--- config.mk ---
export PLATFORM = sky130hd
export DESIGN_NAME = l2tag_ctrl
export DESIGN_NICKNAME = d
export VERILOG_FILES = /design/src/rtl/l2tag_pkg.sv /design/src/rtl/l2tag_addr_map.sv /design/src/rtl/l2tag_victim.sv /design/src/rtl/l2tag_seq.sv /design/src/rtl/l2tag_ctrl.sv
export SDC_FILE = /design/constraint.sdc
export NUM_CORES = 1
export LEC_CHECK = 0
export ABC_AREA = 0
export CAP_MARGIN = 20
export CORE_MARGIN = 5
export CORE_UTILIZATION = 58
export DETAILED_ROUTE_END_ITERATION = 10
export DONT_BUFFER_PORTS = 1
export PLACE_DENSITY = 0.76
export SLEW_MARGIN = 10
export SYNTH_ARGS = -nofsm -noshare
export SYNTH_HDL_FRONTEND = slang
export SYNTH_SLANG_ARGS = --single-unit
--- constraint.sdc ---
create_clock -name clk -period 2.1 [get_ports clk]
set_clock_uncertainty 0.1 [all_clocks]
set_input_delay 0.42 -clock clk [delete_from_list [all_inputs] [get_ports clk]]
set_output_delay 0.42 -clock clk [all_outputs]
set_load 0.01 [all_outputs]
--- src/rtl/l2tag_pkg.sv ---
package l2tag_pkg;
   typedef enum logic [1:0] {
      OP_LOOKUP  = 2'd0,
      OP_UPDATE  = 2'd1,
      OP_CASTOUT = 2'd2,
      OP_RSVD    = 2'd3
   } l2tag_op_e;

   typedef enum logic [2:0] {
      S_IDLE,
      S_LOOK,
      S_WRITE,
      S_HOLD,
      S_READ,
      S_TURN
   } l2tag_state_e;
endpackage

--- src/rtl/l2tag_addr_map.sv ---
module l2tag_addr_map #(
   parameter int ADDR_W     = 32,
   parameter int LINE_W     = 5,
   parameter int BASE_IDX_W = 13,
   parameter int N_SIZES    = 3,
   parameter int SIZE_W     = 2,
   parameter int IDX_W      = 15,
   parameter int TAG_W      = 14,
   parameter int MASK_W     = 4
) (
   input  logic [ADDR_W-1:0] addr,
   input  logic [SIZE_W-1:0] size,
   input  logic [MASK_W-1:0] mask_n,
   output logic [SIZE_W-1:0] size_eff,
   output logic [IDX_W-1:0]  idx,
   output logic [TAG_W-1:0]  tag,
   output logic [TAG_W-1:0]  keep
);
   logic [IDX_W-1:0] idx_c  [N_SIZES];
   logic [TAG_W-1:0] tag_c  [N_SIZES];
   logic [TAG_W-1:0] keep_c [N_SIZES];
   logic [TAG_W-1:0] tag_sel;

   assign size_eff = (int'(size) >= N_SIZES) ? SIZE_W'(N_SIZES - 1) : size;

   for (genvar s = 0; s < N_SIZES; s++) begin : g_size
      localparam int IW = BASE_IDX_W + s;
      localparam int TW = TAG_W - s;
      assign idx_c[s] = IDX_W'((addr >> LINE_W) & ((ADDR_W'(1) << IW) - ADDR_W'(1)));
      assign tag_c[s] = TAG_W'(addr >> (LINE_W + IW));
      for (genvar i = 0; i < TAG_W; i++) begin : g_keep
         assign keep_c[s][i] = (i + int'(mask_n)) < TW;
      end
   end

   always_comb begin
      idx     = '0;
      tag_sel = '0;
      keep    = '0;
      for (int s = 0; s < N_SIZES; s++) begin
         if (int'(size_eff) == s) begin
            idx     = idx_c[s];
            tag_sel = tag_c[s];
            keep    = keep_c[s];
         end
      end
   end

   assign tag = tag_sel & keep;
endmodule

--- src/rtl/l2tag_victim.sv ---
module l2tag_victim #(
   parameter int ADDR_W     = 32,
   parameter int LINE_W     = 5,
   parameter int BASE_IDX_W = 13,
   parameter int N_SIZES    = 3,
   parameter int SIZE_W     = 2,
   parameter int IDX_W      = 15,
   parameter int TAG_W      = 14
) (
   input  logic [TAG_W-1:0]  tag_raw,
   input  logic [TAG_W-1:0]  keep,
   input  logic [IDX_W-1:0]  idx,
   input  logic [SIZE_W-1:0] size_eff,
   output logic [ADDR_W-1:0] line_addr
);
   logic [TAG_W-1:0]  tag_m;
   logic [ADDR_W-1:0] addr_c [N_SIZES];

   assign tag_m = tag_raw & keep;

   for (genvar s = 0; s < N_SIZES; s++) begin : g_size
      localparam int TAG_LSB = LINE_W + BASE_IDX_W + s;
      assign addr_c[s] = (ADDR_W'(tag_m) << TAG_LSB) | (ADDR_W'(idx) << LINE_W);
   end

   always_comb begin
      line_addr = '0;
      for (int s = 0; s < N_SIZES; s++) begin
         if (int'(size_eff) == s) line_addr = addr_c[s];
      end
   end
endmodule

--- src/rtl/l2tag_seq.sv ---
module l2tag_seq
   import l2tag_pkg::*;
#(
   parameter int ADDR_W = 32,
   parameter int WE_CYC = 2,
   parameter int CNT_W  = 2
) (
   input  logic              clk,
   input  logic              rst_n,
   input  logic              req_valid,
   input  logic [1:0]        req_op,
   input  logic [ADDR_W-1:0] req_addr,
   input  logic              req_dirty,
   input  logic              hit_raw,
   input  logic              dirty_raw,
   input  logic              hit_pol,
   input  logic              dirty_pol,
   input  logic [ADDR_W-1:0] vic_in,
   output l2tag_state_e      state,
   output logic [ADDR_W-1:0] addr_q,
   output logic              dirty_q,
   output logic              res_valid,
   output logic              res_hit,
   output logic              res_dirty,
   output logic              vic_valid,
   output logic [ADDR_W-1:0] vic_addr
);
   logic [CNT_W-1:0] cnt;

   always_ff @(posedge clk or negedge rst_n) begin
      if (!rst_n) begin
         state     <= S_IDLE;
         addr_q    <= '0;
         dirty_q   <= 1'b0;
         cnt       <= '0;
         res_valid <= 1'b0;
         res_hit   <= 1'b0;
         res_dirty <= 1'b0;
         vic_valid <= 1'b0;
         vic_addr  <= '0;
      end else begin
         res_valid <= 1'b0;
         vic_valid <= 1'b0;
         unique case (state)
            S_IDLE: begin
               if (req_valid) begin
                  case (l2tag_op_e'(req_op))
                     OP_LOOKUP: begin
                        addr_q <= req_addr;
                        state  <= S_LOOK;
                     end
                     OP_UPDATE: begin
                        addr_q  <= req_addr;
                        dirty_q <= req_dirty;
                        cnt     <= CNT_W'(WE_CYC - 1);
                        state   <= S_WRITE;
                     end
                     OP_CASTOUT: begin
                        addr_q <= req_addr;
                        state  <= S_READ;
                     end
                     default: ;
                  endcase
               end
            end
            S_LOOK: begin
               res_valid <= 1'b1;
               res_hit   <= (hit_raw == hit_pol);
               res_dirty <= (dirty_raw == dirty_pol);
               state     <= S_IDLE;
            end
            S_WRITE: begin
               if (cnt == '0) state <= S_HOLD;
               else           cnt   <= cnt - CNT_W'(1);
            end
            S_HOLD: state <= S_IDLE;
            S_READ: begin
               vic_valid <= 1'b1;
               vic_addr  <= vic_in;
               state     <= S_TURN;
            end
            S_TURN: state <= S_IDLE;
            default: state <= S_IDLE;
         endcase
      end
   end
endmodule

--- src/rtl/l2tag_ctrl.sv ---
module l2tag_ctrl
   import l2tag_pkg::*;
#(
   parameter int ADDR_W     = 32,
   parameter int LINE_W     = 5,
   parameter int BASE_IDX_W = 13,
   parameter int N_SIZES    = 3,
   parameter int WE_CYC     = 2,
   localparam int SIZE_W    = (N_SIZES > 1) ? $clog2(N_SIZES) : 1,
   localparam int IDX_W     = BASE_IDX_W + N_SIZES - 1,
   localparam int TAG_W     = ADDR_W - LINE_W - BASE_IDX_W,
   localparam int MASK_W    = $clog2(TAG_W + 1)
) (
   input  logic              clk,
   input  logic              rst_n,
   input  logic [SIZE_W-1:0] cfg_size,
   input  logic [MASK_W-1:0] cfg_mask_n,
   input  logic              cfg_hit_pol,
   input  logic              cfg_dirty_pol,
   input  logic              cfg_l2_en,
   input  logic              cfg_dual_cpu,
   input  logic              req_valid,
   input  logic [1:0]        req_op,
   input  logic [ADDR_W-1:0] req_addr,
   input  logic              req_dirty,
   output logic              busy,
   output logic              res_valid,
   output logic              res_hit,
   output logic              res_dirty,
   output logic              vic_valid,
   output logic [ADDR_W-1:0] vic_addr,
   output logic [IDX_W-1:0]  ram_idx,
   output logic [TAG_W-1:0]  tag_dout,
   input  logic [TAG_W-1:0]  tag_din,
   output logic              tag_drive,
   output logic              tv_out,
   output logic              tv_drive,
   output logic              dirty_out,
   output logic              tag_we,
   output logic              tag_oe,
   output logic              addr_oe,
   input  logic              hit_in,
   input  logic              dirty_in
);
   localparam int CNT_W = (WE_CYC > 1) ? $clog2(WE_CYC) : 1;

   if (N_SIZES < 1 || N_SIZES > 4) begin : g_bad_sizes
      $error("l2tag_ctrl: N_SIZES must be 1..4");
   end
   if (WE_CYC < 1) begin : g_bad_we
      $error("l2tag_ctrl: WE_CYC must be at least 1");
   end
   if (LINE_W + IDX_W >= ADDR_W) begin : g_bad_split
      $error("l2tag_ctrl: index and line offset leave no tag bits");
   end

   l2tag_state_e      state;
   logic [ADDR_W-1:0] addr_q;
   logic              dirty_q;
   logic [SIZE_W-1:0] size_eff;
   logic [TAG_W-1:0]  keep;
   logic [ADDR_W-1:0] vic_line;

   l2tag_addr_map #(
      .ADDR_W(ADDR_W), .LINE_W(LINE_W), .BASE_IDX_W(BASE_IDX_W),
      .N_SIZES(N_SIZES), .SIZE_W(SIZE_W), .IDX_W(IDX_W),
      .TAG_W(TAG_W), .MASK_W(MASK_W)
   ) u_map (
      .addr(addr_q), .size(cfg_size), .mask_n(cfg_mask_n),
      .size_eff(size_eff), .idx(ram_idx), .tag(tag_dout), .keep(keep)
   );

   l2tag_victim #(
      .ADDR_W(ADDR_W), .LINE_W(LINE_W), .BASE_IDX_W(BASE_IDX_W),
      .N_SIZES(N_SIZES), .SIZE_W(SIZE_W), .IDX_W(IDX_W), .TAG_W(TAG_W)
   ) u_vic (
      .tag_raw(tag_din), .keep(keep), .idx(ram_idx),
      .size_eff(size_eff), .line_addr(vic_line)
   );

   l2tag_seq #(
      .ADDR_W(ADDR_W), .WE_CYC(WE_CYC), .CNT_W(CNT_W)
   ) u_seq (
      .clk(clk), .rst_n(rst_n),
      .req_valid(req_valid), .req_op(req_op), .req_addr(req_addr),
      .req_dirty(req_dirty), .hit_raw(hit_in), .dirty_raw(dirty_in),
      .hit_pol(cfg_hit_pol), .dirty_pol(cfg_dirty_pol), .vic_in(vic_line),
      .state(state), .addr_q(addr_q), .dirty_q(dirty_q),
      .res_valid(res_valid), .res_hit(res_hit), .res_dirty(res_dirty),
      .vic_valid(vic_valid), .vic_addr(vic_addr)
   );

   logic bus_free;
   assign bus_free  = (state == S_READ) || (state == S_TURN);
   assign tag_drive = !bus_free;
   assign addr_oe   = !bus_free;
   assign tag_oe    = (state == S_READ);
   assign tag_we    = (state == S_WRITE);
   assign tv_out    = 1'b1;
   assign tv_drive  = tag_drive && cfg_l2_en && !cfg_dual_cpu;
   assign dirty_out = dirty_q;
   assign busy      = (state != S_IDLE);
endmodule

==> results_dict.tcl, run 1 <==
set metrics [dict create \
    cap_violations 0 \
    fin_cells 520 \
    async_flop_share_pct 100 \
    drtAntennaViolNets 0 \
    num_rows 30 \
    post-dp-hpwl_um 7720 \
    place_ws_ns -0.0850 \
    cts-root-buf "clkbuf_8" \
    synth.area.top_cells "dfrtp_1 (40%), mux2_2 (8.9%), ha_1 (7.3%)" \
    p_switching_mw 2.09 \
    grt_usage_pct 24.3 \
    diodes 0 \
    place_area_um2 4170 \
    dieArea_um2 8520 \
    grt_pass1_wl_um 16100 \
    finalHoldViolCount 0 \
    peakVddDrop_mv 0.816 \
    final_common_cell "dfrtp_1" \
    pwr-share-comb_pct 33.0 \
    critical_path.endpoint_type "output port" \
    ys_types 63 \
    drtIter0Drc 271 \
    io_buffers 0 \
    timing.hold.ws_ns 0.126 \
    synth-seq-cells 63 \
    fin_ws_ns -0.0787 \
    hp-class "input port to flip-flop" \
    pwr-share-seq_pct 47.5 \
    swShare_pct 39.0 \
    vias 3169 \
    area.growth.synth_to_final_pct 14.6 \
    syn_avg_cell_area_um2 9.47 \
    antenna_found_initial 0 \
    clock_sinks 63 \
    final_area_um2 4510 \
    via_per_inst 6.09 \
    synth_top_family_by_area "simple AND/OR/NAND/NOR gates" \
    pin_count 137 \
    yosysTopAreaCell "dfrtp_1" \
    synth.top_cell.area_share_pct 40.1 \
    slowest_stage "ha_4" \
    arrival_ns 1.66 \
    slowest_delay_ns 0.27 \
    ys_warn_count 0 \
    power_density_nw_per_um2 1190 \
    clock_latency_ns 0.33 \
    fp.dieW_um 92.3 \
    synth_mux_area_share_pct 12.0 \
    fp.dieH_um 92.3 \
    crit_chain "clkinvlp_4 -> ha_4 -> and2b_1 -> o31ai_2 -> inv_1 -> a21oi_2 -> buf_4" \
    p_leak_nw 2.06 \
    synth_xor_area_share_pct 2.23 \
    wl_per_cell_um 19.7 \
    ctsHtreeMaxLevel 3 \
    drt_first_pass_iters 5 \
    ys_seq_area_share_pct 40.1 \
    violations "setup timing" \
    syn-cell-area_um2 3930 \
    numCtsBuffers 9 \
    globalRouteOverflowTotal 0 \
    ys.flop_type "dfrtp_1" \
    nets 522 \
    path_class "input port to output port" \
    initial_core_util_pct 58.8 \
    drive_gt1_share_pct 27.7 \
    p_int_mw 3.26 \
    synth-edff-count 0 \
    setup_violations 6 \
    rsz0062_at_grt "yes" \
    grt_max_degree 64 \
    wl_um 10200 \
    critPathLaunchType "input port" \
    gp_congestion 0.911 \
    dpl.cell_count 498 \
    grt_pass1_vias 3068 \
    drv_slew 0 \
    fmax_ghz 0.459 \
    drc 0 \
    cp_max_fo 10 \
    tritoncts "built" \
    netlist_instances 415 \
    cts_max_path_buffers 2 \
    cp.required_ns 1.58 \
    synth_fa_ha_area_share_pct 7.32 \
    period_needed_ns 2.18 \
    layout_common_cells "dfrtp_1 (62), nand2_1 (57), buf_4 (44)" \
    synthSimpleGateAreaFrac_pct 17.6 \
    clk_pin_slew_ns 0.08 \
    coreArea_um2 6680 \
    fin_setup_tns_ns -0.303 \
    period_share_pct 104 \
    p_clk_share_pct 19.5 \
    synth-compound-area-share_pct 13.3 \
    status "complete, but fails checks" \
]
-- metal layers --
layer | GRT usage [%] | vias up | share of wire (%)
met3 | 9.59 | 12 | 11
met1 | 31.3 | 1540 | 41
met5 | 0 | - | 0
met4 | 6.68 | 0 | 1.6
met2 | 38.1 | 146 | 47
li1 | - | 1471 | -
-- Yosys cell counts, types with 3 or more instances --
cell	n
and3_1	4
dfrtp_1	63
and2_1	3
o21ai_0	8
clkbuf_1	19
nand3_1	11
buf_2	11
nand2b_1	3
o31ai_1	4
a21oi_1	23
nor3_1	4
mux2_2	31
buf_4	9
nand4_1	9
a31oi_1	12
mux2i_1	10
nor2b_1	5
nor2_1	26
inv_1	15
xnor2_1	8
ha_1	23
nand2_1	57
-- power groups by stage --
| stage | Sequential, mW | Combinational (mW) | Clock, mW |
|---|---|---|---|
| 2_1_floorplan | 2.30 | 1.52 | 0 |
| 3_3_place_gp | 2.54 | 1.61 | 0 |
| 3_5_place_dp | 2.58 | 1.67 | 0 |
| 4_1_cts | 2.55 | 1.74 | 1.05 |
| 5_1_grt | 2.63 | 1.99 | 1.11 |
| 6_report | 2.54 | 1.77 | 1.04 |
-- cells by family (layout without fill, tap and decap cells) --
group | Yosys count | after routing
adders and majority gates | 23 | 23
and+or+nand+nor | 141 | 141
AOI/OAI and AO/OA | 76 | 76
muxes | 42 | 42
other | 2 | 6
buffers and inverters | 58 | 79
DFF | 63 | 63
xor gates and xnor gates | 10 | 10
-- cell type report --
cell class | count | area [um^2]
inverter | 16 | 68.8
timing repair buffer | 47 | 379
clock inverter | 7 | 72.6
sequential | 63 | 1580
multi-input combinational | 298 | 2180
clock buffer | 9 | 124
fill | 529 | 2170
tap | 80 | 100
-- worst paths after layout --
kind,startpoint,to,slack (ns),cells past startpoint
max,cfg_mask_n[1],tag_dout[13],-0.08,7
min,req_addr[23],u_seq.addr_q[23]$_DFFE_PN0P_,0.13,1
max reg2reg,u_seq.state[1]$_DFFE_PN0P_,u_seq.vic_addr[31]$_DFFE_PN0P_,0.28,6
min reg2reg,u_seq.cnt$_DFFE_PN0P_,u_seq.cnt$_DFFE_PN0P_,0.41,2
max in group asynchronous,rst_n,u_seq.state[1]$_DFFE_PN0P_,1.09,2
min in group asynchronous,rst_n,u_seq.vic_addr[23]$_DFFE_PN0P_,0.53,2
-- what timing repair did --
item                                    in CTS  in global routing
hold buffers                                 2                  0
endpoints found under the hold margin       63                  0
endpoints found under the setup margin       8                 13
gates resized for setup                     11                  5
buffers inserted                             1                  3
pin swaps                                    3                  5
-- worst max-delay path: cells and delay by family --
family	cells	cell delay, ns
AOI/OAI and AO/OA	2	0.41
buffers and inverters	3	0.39
adders and majority gates	1	0.27
and+or+nand+nor	1	0.18
-- metrics by stage --
stage                     util [%]  power (mW)
after floorplan                  -        3.81
after global placement        62.4        4.16
after detailed placement      62.4        4.25
after CTS                     66.9        5.35
after global routing          67.5        5.72
final                         67.5        5.35
-- state kept, by name (all words and copies together), names as in the netlist --
signal / count
u_seq.res_dirty: 1
u_seq.vic_valid: 1
u_seq.res_hit: 1
u_seq.dirty_q: 1
u_seq.cnt: 1
u_seq.state: 3
u_seq.res_valid: 1
u_seq.addr_q: 27
u_seq.vic_addr: 27
No activity file was read; power rests on OpenSTA's default activity.
==> inputs of run 2 (changes only) <==
Settings changed: SETUP_SLACK_MARGIN from default to 0.1.
==> results_dict.tcl, run 2 (synthesis results as in run 1) <==
set metrics [dict create \
    critPathLaunchType "input port" \
    antenna_found_initial 0 \
    ctsHtreeMaxLevel 3 \
    drc 0 \
    finalHoldViolCount 0 \
    violations "setup timing" \
    num_rows 30 \
    pin_count 137 \
    place_ws_ns -0.101 \
    n_fill_cell 528 \
    globalRouteOverflowTotal 0 \
    drt_first_pass_iters 5 \
    fp.dieH_um 92.3 \
    use_met3_pct 9.34 \
    coreArea_um2 6680 \
    status "complete, but fails checks" \
    drv_slew 0 \
    peakVddDrop_mv 0.702 \
    top_regs "u_seq.addr_q x27, u_seq.vic_addr x27, u_seq.state x3" \
    layout_common_cells "dfrtp_1 (62), nand2_1 (57), buf_4 (53)" \
    fin_ws_ns -0.144 \
    cts_max_path_buffers 2 \
    numCtsBuffers 9 \
    dieArea_um2 8520 \
    grt_pass1_vias 3194 \
    vias 3176 \
    wl_per_cell_um 20.0 \
    setup_violations 6 \
    path_class "input port to output port" \
    gp_congestion 0.946 \
    r2r_slack_ns 0.21 \
    place_area_um2 4200 \
    final_area_um2 4680 \
    power_density_nw_per_um2 1150 \
    clock_sinks 63 \
    diodes 0 \
    p_leak_nw 2.10 \
    arrival_ns 1.72 \
    hp-class "input port to flip-flop" \
    critical_path.endpoint_type "output port" \
    initial_core_util_pct 58.8 \
    clk_pin_slew_ns 0.07 \
    drive_gt1_share_pct 33.6 \
    cts-root-buf "clkbuf_8" \
    timing.hold.ws_ns 0.122 \
    period_needed_ns 2.24 \
    top_usage_layer "met2" \
    cp_max_fo 10 \
    fp.dieW_um 92.3 \
    fmax_ghz 0.446 \
    drtIter0Drc 219 \
    final_common_cell "dfrtp_1" \
    post-dp-hpwl_um 7870 \
    io_buffers 0 \
    use_met2_pct 39.0 \
    via_per_inst 5.99 \
    rsz0062_at_grt "yes" \
    tritoncts "built" \
    period_share_pct 107 \
    clock_latency_ns 0.34 \
    grt_max_degree 64 \
    cap_violations 0 \
    grt_usage_pct 24.9 \
    cp.required_ns 1.58 \
    area.growth.synth_to_final_pct 18.9 \
    postLayoutCoreUtil_pct 70.0 \
    use_met1_pct 31.2 \
    drtAntennaViolNets 0 \
    grt_pass1_wl_um 16400 \
    wl_um 10600 \
    nets 532 \
]
run 2: report_power, final:
part,leakage (nW),internal [mW],switching (mW)
Clock,0.0873,0.487,0.473
Combinational,1.26,0.963,0.923
Sequential,0.758,1.81,0.722
run 2: final cells by class:
cell class	instances	area (um^2)	share of cell area [%]
timing repair buffer	57	467	9.98
sequential	63	1580	33.7
clock buffer	11	151	3.24
clock inverter	5	32.5	0.696
inverter	16	75.1	1.61
tap	80	100	2.14
multi-input combinational	298	2270	48.6
run 2: what timing repair did:
item                                   CTS  global route
endpoints found under the hold margin   63             0
hold buffers                             2             0
setup endpoints to repair               13            13
pin swaps                                6            11
setup buffers                            5             9
gates resized for setup                 17            18
run 2: routing by layer:
| metal | up-vias | share of wire (%) |
|---|---|---|
| met5 | - | 0 |
| met4 | 0 | 3.0 |
| met3 | 25 | 9.8 |
| met2 | 154 | 47 |
| met1 | 1515 | 40 |
| li1 | 1482 | - |
run 2: worst max-delay path: stages:
cell and delay, ns:
clkinvlp_4 0.15, buf_4 0.19, ha_4 0.15, a21boi_2 0.15, xnor2_1 0.14, or3_4 0.35
and3_4 0.18
run 2: through the flow:
| step | setup TNS [ns] | total power [mW] | cells |
|---|---|---|---|
| global route | -0.798 | 5.75 | 530 |
| finish | -0.325 | 5.38 | 530 |
| CTS | -0.203 | 5.34 | 521 |
| detailed placement | -0.576 | 4.28 | 498 |
| floorplan | 0 | 3.83 | 419 |
| global placement | -0.104 | 4.19 | 498 |
run 2: worst paths after layout:
path / from / to / cells past startpoint
min in group asynchronous: rst_n / u_seq.vic_addr[26]$_DFFE_PN0P_ / 2
min reg2reg: u_seq.cnt$_DFFE_PN0P_ / u_seq.cnt$_DFFE_PN0P_ / 2
max reg2reg: u_seq.state[2]$_DFFE_PN0P_ / u_seq.addr_q[19]$_DFFE_PN0P_ / 5
min: req_addr[7] / u_seq.addr_q[7]$_DFFE_PN0P_ / 1
max in group asynchronous: rst_n / u_seq.state[2]$_DFFE_PN0P_ / 2
max: cfg_mask_n[1] / tag_dout[7] / 7
==> inputs of run 3 (changes only) <==
==> constraint.sdc (replaced) <==
create_clock -name clk -period 2.1 [get_ports clk]
set_clock_uncertainty 0.1 [all_clocks]
set_input_delay 0.21 -clock clk [delete_from_list [all_inputs] [get_ports clk]]
set_output_delay 0.21 -clock clk [all_outputs]
set_load 0.01 [all_outputs]
==> results_dict.tcl, run 3 (synthesis results as in run 1) <==
set metrics [dict create \
    io_buffers 0 \
    numCtsBuffers 9 \
    hold_depth 2 \
    worst_slew_pin_slew_ns 0.538 \
    vias 3227 \
    fin_cells 529 \
    fp.dieH_um 92.3 \
    ff2ff_path_depth 4 \
    coreArea_um2 6680 \
    drt_first_pass_iters 5 \
    multi_input_area_um2 2100 \
    pin_count 137 \
    cp_max_fo 10 \
    tritoncts "built" \
    slowest_stage "ha_1" \
    drive_gt1_share_pct 17.9 \
    setup_violations 0 \
    grt_pass1_wl_um 16600 \
    fmax_ghz 0.520 \
    cp.required_ns 1.79 \
    n_fill_cell 521 \
    cts_max_path_buffers 2 \
    slowest_delay_ns 0.32 \
    path_delay_family "simple AND/OR/NAND/NOR gates" \
    fp.dieW_um 92.3 \
    drtAntennaViolNets 0 \
    final_common_cell "dfrtp_1" \
    grt_max_degree 64 \
    critPathLaunchType "input port" \
    cts-root-buf "clkbuf_8" \
    area.growth.synth_to_final_pct 17.4 \
    wl_per_cell_um 20.4 \
    post-dp-hpwl_um 7570 \
    power_density_nw_per_um2 1200 \
    slew_headroom_pct 63.8 \
    fin_setup_tns_ns 0 \
    p_leak_nw 2.08 \
    peakVddDrop_mv 0.801 \
    top_regs "u_seq.addr_q x27, u_seq.vic_addr x27, u_seq.state x3" \
    path_class "input port to output port" \
    critical_path.endpoint_type "output port" \
    crit_chain "inv_1 -> ha_1 -> and2b_1 -> o31ai_1 -> or2_1 -> and3_1" \
    arrival_ns 1.61 \
    rsz0062_at_grt "yes" \
    cap_violations 0 \
    wl_um 10800 \
    drv_slew 0 \
    regArea_um2 1580 \
    nets 530 \
    hp-class "input port to flip-flop" \
    antenna_found_initial 0 \
    dpl.cell_count 474 \
    clock_latency_ns 0.33 \
    period_needed_ns 1.92 \
    layout_common_cells "dfrtp_1 (62), nand2_1 (57), dlygate4sd3_1 (37)" \
    clock_sinks 63 \
    globalRouteOverflowTotal 0 \
    grt_pass1_vias 3162 \
    grt_usage_pct 25.0 \
    clk_pin_slew_ns 0.07 \
    finalHoldViolCount 0 \
    dieArea_um2 8520 \
    ctsHtreeMaxLevel 3 \
    gp_congestion 0.924 \
    via_per_inst 6.10 \
    num_rows 30 \
    path_depth 6 \
    drtIter0Drc 224 \
    initial_core_util_pct 58.8 \
    crit_buf_inv 1 \
    period_share_pct 91.6 \
    drc 0 \
    status "finished, final reports clean" \
]
## run 3: changes by cell type in the layout (fill, tap and decap cells not counted), sizes merged
| cell | delta |
|---|---|
| clkbuf | -2 |
| diode | +1 |
| inv | +3 |
| clkinv | -1 |
| dlygate4sd3 | +36 |
| bufinv | +3 |
| clkinvlp | -3 |
| buf | -38 |
## run 3: area by class of cell
type | count | share of cell area (%)
repair buffers | 55 | 11.5
diodes | 1 | 0.0542
clock buffers | 9 | 2.68
flip-flops and latches | 63 | 34.2
inverters | 16 | 1.38
well taps | 80 | 2.17
multi-input cells | 298 | 45.5
clock inverters | 7 | 2.58
## run 3: metrics by stage
| stage | utilization [%] | cell area, um^2 | setup slack (ns) | total power [mW] | hold WS, ns |
|---|---|---|---|---|---|
| 2_1_floorplan | - | 3950 | 0.121 | 3.80 | -0.186 |
| 3_3_place_gp | 59.2 | 3950 | 0.171 | 4.07 | -0.184 |
| 3_5_place_dp | 59.2 | 3950 | 0.138 | 4.16 | -0.184 |
| 4_1_cts | 68.9 | 4600 | 0.144 | 5.53 | 0.0208 |
| 5_1_grt | 69.0 | 4610 | 0.0839 | 5.88 | 0.00187 |
| 6_report | 69.1 | 4610 | 0.177 | 5.54 | 0.0190 |
## run 3: worst reg2reg max path: cells and delay by family, from the launching register on
family / cells / cell delay (ns)
flops: 1 / 0.47
simple gates: 2 / 0.47
mux: 1 / 0.33
buf+inv: 1 / 0.27
## run 3: repair_timing
action	in CTS	in global routing
endpoints found under the hold margin	100	0
resized for setup	4	3
pin swaps	0	0
hold buffers	38	0
gates cloned	0	0
setup buffers	0	0
endpoints found under the setup margin	1	3
## run 3: worst paths after layout
kind	startpoint	slack, ns	end
worst max-delay path	cfg_mask_n[1]	0.18	tag_dout[5]
worst min-delay path	req_valid	0.02	u_seq.dirty_q$_DFFE_PN0P_
worst max register to register	u_seq.state[2]$_DFFE_PN0P_	0.35	u_seq.addr_q[11]$_DFFE_PN0P_
worst min register to register	u_seq.cnt$_DFFE_PN0P_	0.43	u_seq.cnt$_DFFE_PN0P_
max in group asynchronous	rst_n	1.27	u_seq.state[1]$_DFFE_PN0P_
min in group asynchronous	rst_n	0.36	u_seq.vic_valid$_DFF_PN0_
## run 3: layer usage
layer | wire length, um | vias up | share of wire [%] | track usage, %
met5 | 0 | - | 0 | 0
met4 | 131 | 0 | 1.2 | 5.32
met3 | 1090 | 14 | 10 | 10.3
met2 | 5300 | 159 | 49 | 41.2
met1 | 4260 | 1565 | 40 | 30.9
li1 | - | 1489 | - | -
## run 3: where the power goes
part           total (mW)  switching [mW]  internal (mW)
logic                1.71           0.865          0.848
clock network        1.27           0.477          0.790
registers            2.56           0.743           1.81
total                5.54            2.09           3.45
